File: src/rtl/gpio6_pkg.sv
package gpio6_pkg;
  localparam int DATA_W = 8;
  localparam int ADDR_W = 6;
  localparam logic [ADDR_W-1:0] ADR_PINS = 6'h16;
  localparam logic [ADDR_W-1:0] ADR_DIR  = 6'h17;
  localparam logic [ADDR_W-1:0] ADR_LAT  = 6'h18;
endpackage

File: src/rtl/gpio6_regs.sv
module gpio6_regs
  import gpio6_pkg::*;
#(
  parameter int NPINS = 6,
  parameter int NLAT  = 5
) (
  input  logic              clk,
  input  logic              rst,
  input  logic [ADDR_W-1:0] addr,
  input  logic              wr_en,
  input  logic [DATA_W-1:0] wr_data,
  input  logic              bit_en,
  input  logic              bit_val,
  input  logic [2:0]        bit_idx,
  output logic [NPINS-1:0]  dir_q,
  output logic [NLAT-1:0]   lat_q
);

  logic [DATA_W-1:0] sel;
  logic              unused_hi;

  assign sel       = DATA_W'(1) << bit_idx;
  assign unused_hi = ^{wr_data[DATA_W-1:NLAT], sel[DATA_W-1:NLAT]};

  always_ff @(posedge clk) begin
    if (rst) begin
      dir_q <= '0;
      lat_q <= '0;
    end else if (wr_en) begin
      if (addr == ADR_DIR) dir_q <= wr_data[NPINS-1:0];
      if (addr == ADR_LAT) lat_q <= wr_data[NLAT-1:0];
    end else if (bit_en) begin
      if (addr == ADR_DIR)
        dir_q <= bit_val ? (dir_q | sel[NPINS-1:0]) : (dir_q & ~sel[NPINS-1:0]);
      if (addr == ADR_LAT)
        lat_q <= bit_val ? (lat_q | sel[NLAT-1:0]) : (lat_q & ~sel[NLAT-1:0]);
    end
  end

  AST_BITOP_ISOLATED: assert property (@(posedge clk) disable iff (rst)
    (bit_en && !wr_en && addr == ADR_DIR) |=>
      (((dir_q ^ $past(dir_q)) & ~($past(sel[NPINS-1:0]))) == '0));

endmodule

File: src/rtl/gpio6_insync.sv
module gpio6_insync #(
  parameter int NPINS  = 6,
  parameter int ANA_LO = 2
) (
  input  logic             clk,
  input  logic             rst,
  input  logic             sleep,
  input  logic [NPINS-1:0] pin_in,
  output logic [NPINS-1:0] sync_q
);

  logic [NPINS-1:0] in_en;
  logic [NPINS-1:0] meta_q;

  for (genvar i = 0; i < NPINS; i++) begin : g_gate
    if (i >= ANA_LO) begin : g_ana
      assign in_en[i] = ~sleep;
    end else begin : g_dig
      assign in_en[i] = 1'b1;
    end
  end

  always_ff @(posedge clk) begin
    if (rst) begin
      meta_q <= '0;
      sync_q <= '0;
    end else begin
      meta_q <= pin_in & in_en;
      sync_q <= meta_q;
    end
  end

  AST_SLEEP_GATES_INPUT: assert property (@(posedge clk) disable iff (rst)
    ($past(sleep, 2) && $past(sleep)) |-> ((sync_q >> ANA_LO) == '0));

endmodule

File: src/rtl/gpio6_padctl.sv
module gpio6_padctl #(
  parameter int NPINS = 6,
  parameter int NLAT  = 5
) (
  input  logic             clk,
  input  logic             rst,
  input  logic [NPINS-1:0] dir_q,
  input  logic [NLAT-1:0]  lat_q,
  input  logic             pud,
  input  logic             rst_pin_mode,
  output logic [NPINS-1:0] oe_q,
  output logic [NPINS-1:0] out_q,
  output logic [NPINS-1:0] pu_q
);

  logic [NPINS-1:0] oe_d, out_d, pu_d;

  for (genvar i = 0; i < NPINS; i++) begin : g_pin
    if (i < NLAT) begin : g_pushpull
      assign oe_d[i]  = dir_q[i];
      assign out_d[i] = lat_q[i];
      assign pu_d[i]  = ~dir_q[i] & lat_q[i] & ~pud;
    end else if (i == NPINS-1) begin : g_od_rst
      assign oe_d[i]  = dir_q[i] & ~rst_pin_mode;
      assign out_d[i] = 1'b0;
      assign pu_d[i]  = 1'b0;
    end else begin : g_od
      assign oe_d[i]  = dir_q[i];
      assign out_d[i] = 1'b0;
      assign pu_d[i]  = 1'b0;
    end
  end

  always_ff @(posedge clk) begin
    if (rst) begin
      oe_q  <= '0;
      out_q <= '0;
      pu_q  <= '0;
    end else begin
      oe_q  <= oe_d;
      out_q <= out_d;
      pu_q  <= pu_d;
    end
  end

endmodule

File: src/rtl/gpio6_port.sv
module gpio6_port
  import gpio6_pkg::*;
#(
  parameter int NPINS  = 6,
  parameter int NLAT   = 5,
  parameter int ANA_LO = 2
) (
  input  logic              clk,
  input  logic              rst,
  input  logic [ADDR_W-1:0] bus_addr,
  input  logic              bus_wr,
  input  logic [DATA_W-1:0] bus_wdata,
  input  logic              bit_en,
  input  logic              bit_val,
  input  logic [2:0]        bit_idx,
  output logic [DATA_W-1:0] bus_rdata,
  input  logic [NPINS-1:0]  pin_in,
  input  logic              pud_all,
  input  logic              reset_pin_mode,
  input  logic              sleep_gate,
  output logic [NPINS-1:0]  pad_oe,
  output logic [NPINS-1:0]  pad_out,
  output logic [NPINS-1:0]  pad_pullup
);

  logic [NPINS-1:0] dir_q;
  logic [NLAT-1:0]  lat_q;
  logic [NPINS-1:0] sync_q;
  logic [DATA_W-1:0] rd_d;

  gpio6_regs #(.NPINS(NPINS), .NLAT(NLAT)) u_regs (
    .clk     (clk),
    .rst     (rst),
    .addr    (bus_addr),
    .wr_en   (bus_wr),
    .wr_data (bus_wdata),
    .bit_en  (bit_en),
    .bit_val (bit_val),
    .bit_idx (bit_idx),
    .dir_q   (dir_q),
    .lat_q   (lat_q)
  );

  gpio6_insync #(.NPINS(NPINS), .ANA_LO(ANA_LO)) u_insync (
    .clk    (clk),
    .rst    (rst),
    .sleep  (sleep_gate),
    .pin_in (pin_in),
    .sync_q (sync_q)
  );

  gpio6_padctl #(.NPINS(NPINS), .NLAT(NLAT)) u_padctl (
    .clk          (clk),
    .rst          (rst),
    .dir_q        (dir_q),
    .lat_q        (lat_q),
    .pud          (pud_all),
    .rst_pin_mode (reset_pin_mode),
    .oe_q         (pad_oe),
    .out_q        (pad_out),
    .pu_q         (pad_pullup)
  );

  always_comb begin
    unique case (bus_addr)
      ADR_PINS: rd_d = DATA_W'(sync_q);
      ADR_DIR:  rd_d = DATA_W'(dir_q);
      ADR_LAT:  rd_d = DATA_W'(lat_q);
      default:  rd_d = '0;
    endcase
  end

  always_ff @(posedge clk) begin
    if (rst) bus_rdata <= '0;
    else     bus_rdata <= rd_d;
  end

  AST_UNIMPL_READ_ZERO: assert property (@(posedge clk) disable iff (rst)
    ($past(bus_addr) == ADR_LAT) |-> (bus_rdata[DATA_W-1:NLAT] == '0));

  AST_PUD_FORCES_OFF: assert property (@(posedge clk) disable iff (rst)
    pud_all |=> (pad_pullup == '0));

  AST_RSTPIN_NO_DRIVE: assert property (@(posedge clk) disable iff (rst)
    reset_pin_mode |=> !pad_oe[NPINS-1]);

endmodule

File: config.mk
export PLATFORM = sky130hd
export DESIGN_NAME = gpio6_port
export DESIGN_NICKNAME = d
export VERILOG_FILES = /design/src/rtl/gpio6_pkg.sv /design/src/rtl/gpio6_regs.sv /design/src/rtl/gpio6_insync.sv /design/src/rtl/gpio6_padctl.sv /design/src/rtl/gpio6_port.sv
export SDC_FILE = /design/constraint.sdc
export NUM_CORES = 1
export LEC_CHECK = 0
export BUFFER_PORTS_ARGS = -buffer_cell sky130_fd_sc_hd__buf_2
export CAP_MARGIN = 20
export CORE_ASPECT_RATIO = 0.75
export CORE_MARGIN = 2
export CORE_UTILIZATION = 54
export DETAILED_ROUTE_END_ITERATION = 10
export GPL_ROUTABILITY_DRIVEN = 0
export PLACE_DENSITY = 0.83
export SKIP_LAST_GASP = 1
export SYNTH_ARGS = -nofsm -noshare
export SYNTH_HDL_FRONTEND = slang
export SYNTH_HIERARCHICAL = 1
export SYNTH_SLANG_ARGS = --single-unit
export TNS_END_PERCENT = 30
File: constraint.sdc
create_clock -name clk -period 1.9 [get_ports clk]
set_input_delay 0.095 -clock clk [delete_from_list [all_inputs] [get_ports clk]]
set_output_delay 0.095 -clock clk [all_outputs]
set_load 0.05 [all_outputs]
* Word level (Yosys, flattened, before mapping)
Cells that the tools add are included.
** Word-level totals
- Output and inout bits :: 26
- Flip-flop bits (word level) :: 49
- Input port bits :: 31
** Cells by class
- Multiplexer cells :: 11
- Equality and inequality tests :: 3
- Bitwise operators :: 26
- Shifts and indexed selects :: 1
- Reduce and logical (&&, ||, !) cells :: 3
** Operators with widths (count)
- 6-bit two-way mux :: 5
- 5-bit two-way mux :: 5
- 6-bit by 5-bit equality test with 1-bit output, second input constant :: 3
- 6-bit one-hot mux with 3 select lines :: 1
- 6-bit bitwise AND :: 2
- 1-bit bitwise AND :: 11
- 1-bit inverter :: 8
- 6-bit inverter :: 1
- 6-bit OR :: 1
- 1-bit by 3-bit << shifter with 6-bit output, first input constant :: 1
- 5-bit bitwise AND :: 1
- 5-bit inverter :: 1
- 5-bit OR :: 1
- 2-bit AND reduction :: 2
- 2-bit nonzero test :: 1

* Logic depth before layout (Yosys ltp)
- Word-level depth :: 7
- Gate-level depth with buffers :: 6
- Gate-level depth less buffers :: 4

* By module
The synthesis kept the hierarchy.
** Modules (own cells, without submodules)
- gpio6_regs :: times used 1, seq. area each 220.2 um^2, cells an instance 85, area each 742.0 um^2
- gpio6_padctl :: times used 1, seq. area each 320.3 um^2, cells an instance 36, area each 509.2 um^2
- gpio6_insync :: times used 1, seq. area each 240.2 um^2, cells an instance 25, area each 351.6 um^2
- gpio6_port :: times used 1, seq. area each 120.1 um^2, cells an instance 28, area each 302.8 um^2

* Worst setup path before layout
Ideal clock, no wire load.
- Path type :: input -> register
- From :: input bus_wr
- To :: register (tool-made name)
- Arrival :: 0.882 ns
- Cell stages on the path :: 6
- Buffers on the path :: 2
- Setup time :: 0.133 ns
- Setup slack :: 0.886 ns
- Cells stage by stage :: or2_1 > buf_6 > and3_1 > buf_6 > a21oi_2 > nor3_1
** RTL lines
- from (decl) :: RTL line gpio6_port.sv:11 : input logic bus_wr,

==> metrics.md <==
| Metric | Value |
|---|---|
| R2R cell count | 2 |
| Worst-Margin Slew | 0.503 ns |
| Setup Skew | ~0.0045 ns |
| Most used flip-flop cell after synthesis | dfxtp_1 |
| Worst Min Path Start | pin_in[1] |
| Hold endpoint | u_insync/meta_q[1]$_SDFF_PP0_ |
| Final ANT Viol Nets | 0 |
| EDFF count, synth | 0 |
| Register area share after synthesis | 0.473 |
| Overall routed net length | 3.55 mm |
| IO Port Bufs | 50 |
| Worst skew pair latency | roughly 0.29 ns |
| Drt pass-1 iters | 4 |
| Reg2reg setup slack | 1.12 ns |
| Starting DRT DRC Count | 70 |
| Largest net degree at the start of global routing | 26 |
| Final Non-Filler Cells | about 260 |
| Period minus WS final | roughly 1.2 ns |
| Most common cell in the netlist | dfxtp_1 |
| Diodes inserted | 0 |
| Register bit total from synthesis | 45 |
| Final hold slack | roughly 0.009 ns |
| Die area | between 0.004 and 0.005 mm^2 |
| First-pass GRT wire length | 5.90 mm |
| Final #Nets | 252 |
| Met1 wire length | roughly 1.7 mm |
| Total gr overflow | 0 |
| Final Hold Vio Count | 0 |
| RR Endpoint | bus_rdata[3]$_SDFF_PP0_ |
| Crit-path max FO | 22 |
| Pwr Density | 821 mW/mm^2 |
| Outcome | finished clean |
| Commonest cells in the netlist | dfxtp_1, nor2b_1, nor2_1 |
| Yosys top cell by area | dfxtp_1 |
| Post-route cell area | around 0.0022 mm^2 |
| Root Buffer | clkbuf_8 |
| Setup violations, final | 0 |
| Routed WL per cell | 13.5 um |
| Lkg Pwr | 0.983 nW |
| Core area | ~0.0033 mm^2 |
| Die H | 55.4 um |
| Adder-Cell Fraction of Synth Area | 0 |
| Synth area leaders | dfxtp_1, nor2b_1, mux2i_1 |
| Die width | 72.6 um |
| Initial antenna violation count | 0 |
| Worst-path clk slew | 0.07 ns |
| CTS Buffer Depth | 2 |
| Share of layout cells above drive strength 1 | 0.360 |
| PnR Total Power | between 1.5 and 2 mW |
| Gate power share | 0.086 |
| Tcrit/Tclk final | 0.613 |
| Clk pwr share | 0.394 |
| RSZ-0062 raised after global routing | no |
| DP HPWL | 2.47 mm |
| Sequential share of power | 0.520 |
| Sw frac | 0.216 |
| Placed cell area | 0.00210 mm^2 |
| Slew Viols, Final | 0 |
| NetSw | 0.396 mW |
| Worst hold stages | 2 |
| CTS tree | yes |
| Crit Path Class | in2reg |
| XOR/XNOR share of the synthesized area | 0 |
| IO Count | 57 |
| Max_cap viols | 0 |
| Setup ws final | 0.735 ns |
| H-Tree Depth | 2 |
| Syn-to-layout area delta | 17.5% |
| Setup crit start | bus_wr |
| Metal3 WL | approximately 200 um |
| Asr flop ratio synth | 0 |
| Setup TNS | 0 ns |
| Synth Cell Area | 0.00191 mm^2 |
| Largest family of logic cells by synthesized area | simple AND/OR/NAND/NOR gates |
| Mean post-synth cell area | 11.0 um^2 |
| Distinct cell type count after synthesis | 37 |
| Utilization after layout | 0.672 |
| Max Used Layer | met4 |
| Compound-Gate Fraction of Synth Area | 0.122 |
| Post-synthesis simple-gate area fraction | 0.280 |
| Dpl ws | 0.445 ns |
| Post-CTS Setup Bufs | 0 |
| Wire length on met2 | around 1.6 mm |
| Hold Path Class | in2reg |
| Data arrival time of the worst path | 1.32 ns |
| Clock Sinks | 45 |
| Via Count | 1,414 |
| Yosys Warn Count | 6 |
| CP required | around 2.1 ns |
| DRC Markers | 0 |
| GR Util All Layers | 0.192 |
| P_int | 1.44 mW |
| Mux share of post-synthesis cell area | 0.0525 |
| Row Count | 18 |
| Slew headroom | 0.665 |
| Inserted Clock Buffers | 5 |
| Crit. End Element | flip-flop |
| Routed vias/inst | 5.40 |
| Crit path launch type | input pin |
| Post-synth top area share | 0.473 |
| Initial Utilization | 0.572 |
| Placed cell count | 252 |
| Fmax | around 0.86 GHz |
| Vias in the first global route | 1,255 |
| Cells after Synth | 174 |
| Maximum vdd drop | approximately 650 uV |
==> area by class of cell <==
class,instances,area [um^2]
flip-flops and latches,45,901
clock buffers,7,86.3
fillers,275,1090
inverters,3,11.3
multi-input cells,113,882
clock inverters,1,30.0
repair buffers,53,278
well taps,40,50.0
==> worst max-delay path by stage <==
stage,to,slack (ns),cells after the start
floorplan,flip-flop,0.89,6
global placement,flip-flop,0.51,5
detailed placement,flip-flop,0.44,5
CTS,flip-flop,0.76,5
global route,flip-flop,0.60,5
finish,flip-flop,0.74,5
==> power groups by stage <==
| stage | logic (mW) | clock network [mW] | registers [mW] |
|---|---|---|---|
| 2_1_floorplan | 0.111 | 0 | 0.980 |
| 5_1_grt | 0.173 | 0.782 | 0.957 |
| 4_1_cts | 0.157 | 0.738 | 0.956 |
| 6_report | 0.158 | 0.723 | 0.956 |
| 3_3_place_gp | 0.151 | 0 | 0.978 |
| 3_5_place_dp | 0.154 | 0 | 0.978 |
==> timing repair <==
item | in CTS | in global routing
hold buffers | 2 | 0
resized for setup | 0 | 0
endpoints found under the hold margin | 2 | 0
==> worst max-delay path, cell delays in order <==
cell and delay (ns):
buf_2 0.32, or2_1 0.32, nand3_1 0.25, o21ai_0 0.24, a21oi_1 0.09
==> layer usage <==
layer | up-vias | global-route usage
met2 | 47 | 0.278
met5 | - | 0
met3 | 7 | 0.0602
li1 | 703 | -
met1 | 657 | 0.271
met4 | 0 | 0.0635
==> layout by cell type (no fill, tap or decap), types with 2 or more instances in the layout <==
cell type,instances
o21ai_0,4
a21oi_1,5
a21oi_2,2
dfxtp_1,45
nor3b_2,6
nand4_1,2
o41ai_2,3
nand2b_1,2
nand2_1,3
nand3b_1,4
nor3b_1,2
and2b_1,4
conb_1,4
inv_2,2
nor4b_2,5
and3_1,2
nand3_1,2
nor4b_4,2
nor3_1,3
mux2i_1,10
buf_2,50
clkbuf_8,6
o2bb2ai_1,5
dlygate4sd3_1,2
nor2b_1,18
nor2_1,13
o2111ai_1,4
==> kinds of logic (layout without fill, tap and decap cells) <==
group / count (synthesis) / count (layout)
multiplexers: 10 / 10
AO/OA/AOI/OAI: 28 / 28
buffers and inverters: 18 / 64
flip-flops: 45 / 45
other: 2 / 4
AND/OR/NAND/NOR: 71 / 71
No activity file was read; power rests on OpenSTA's default activity.
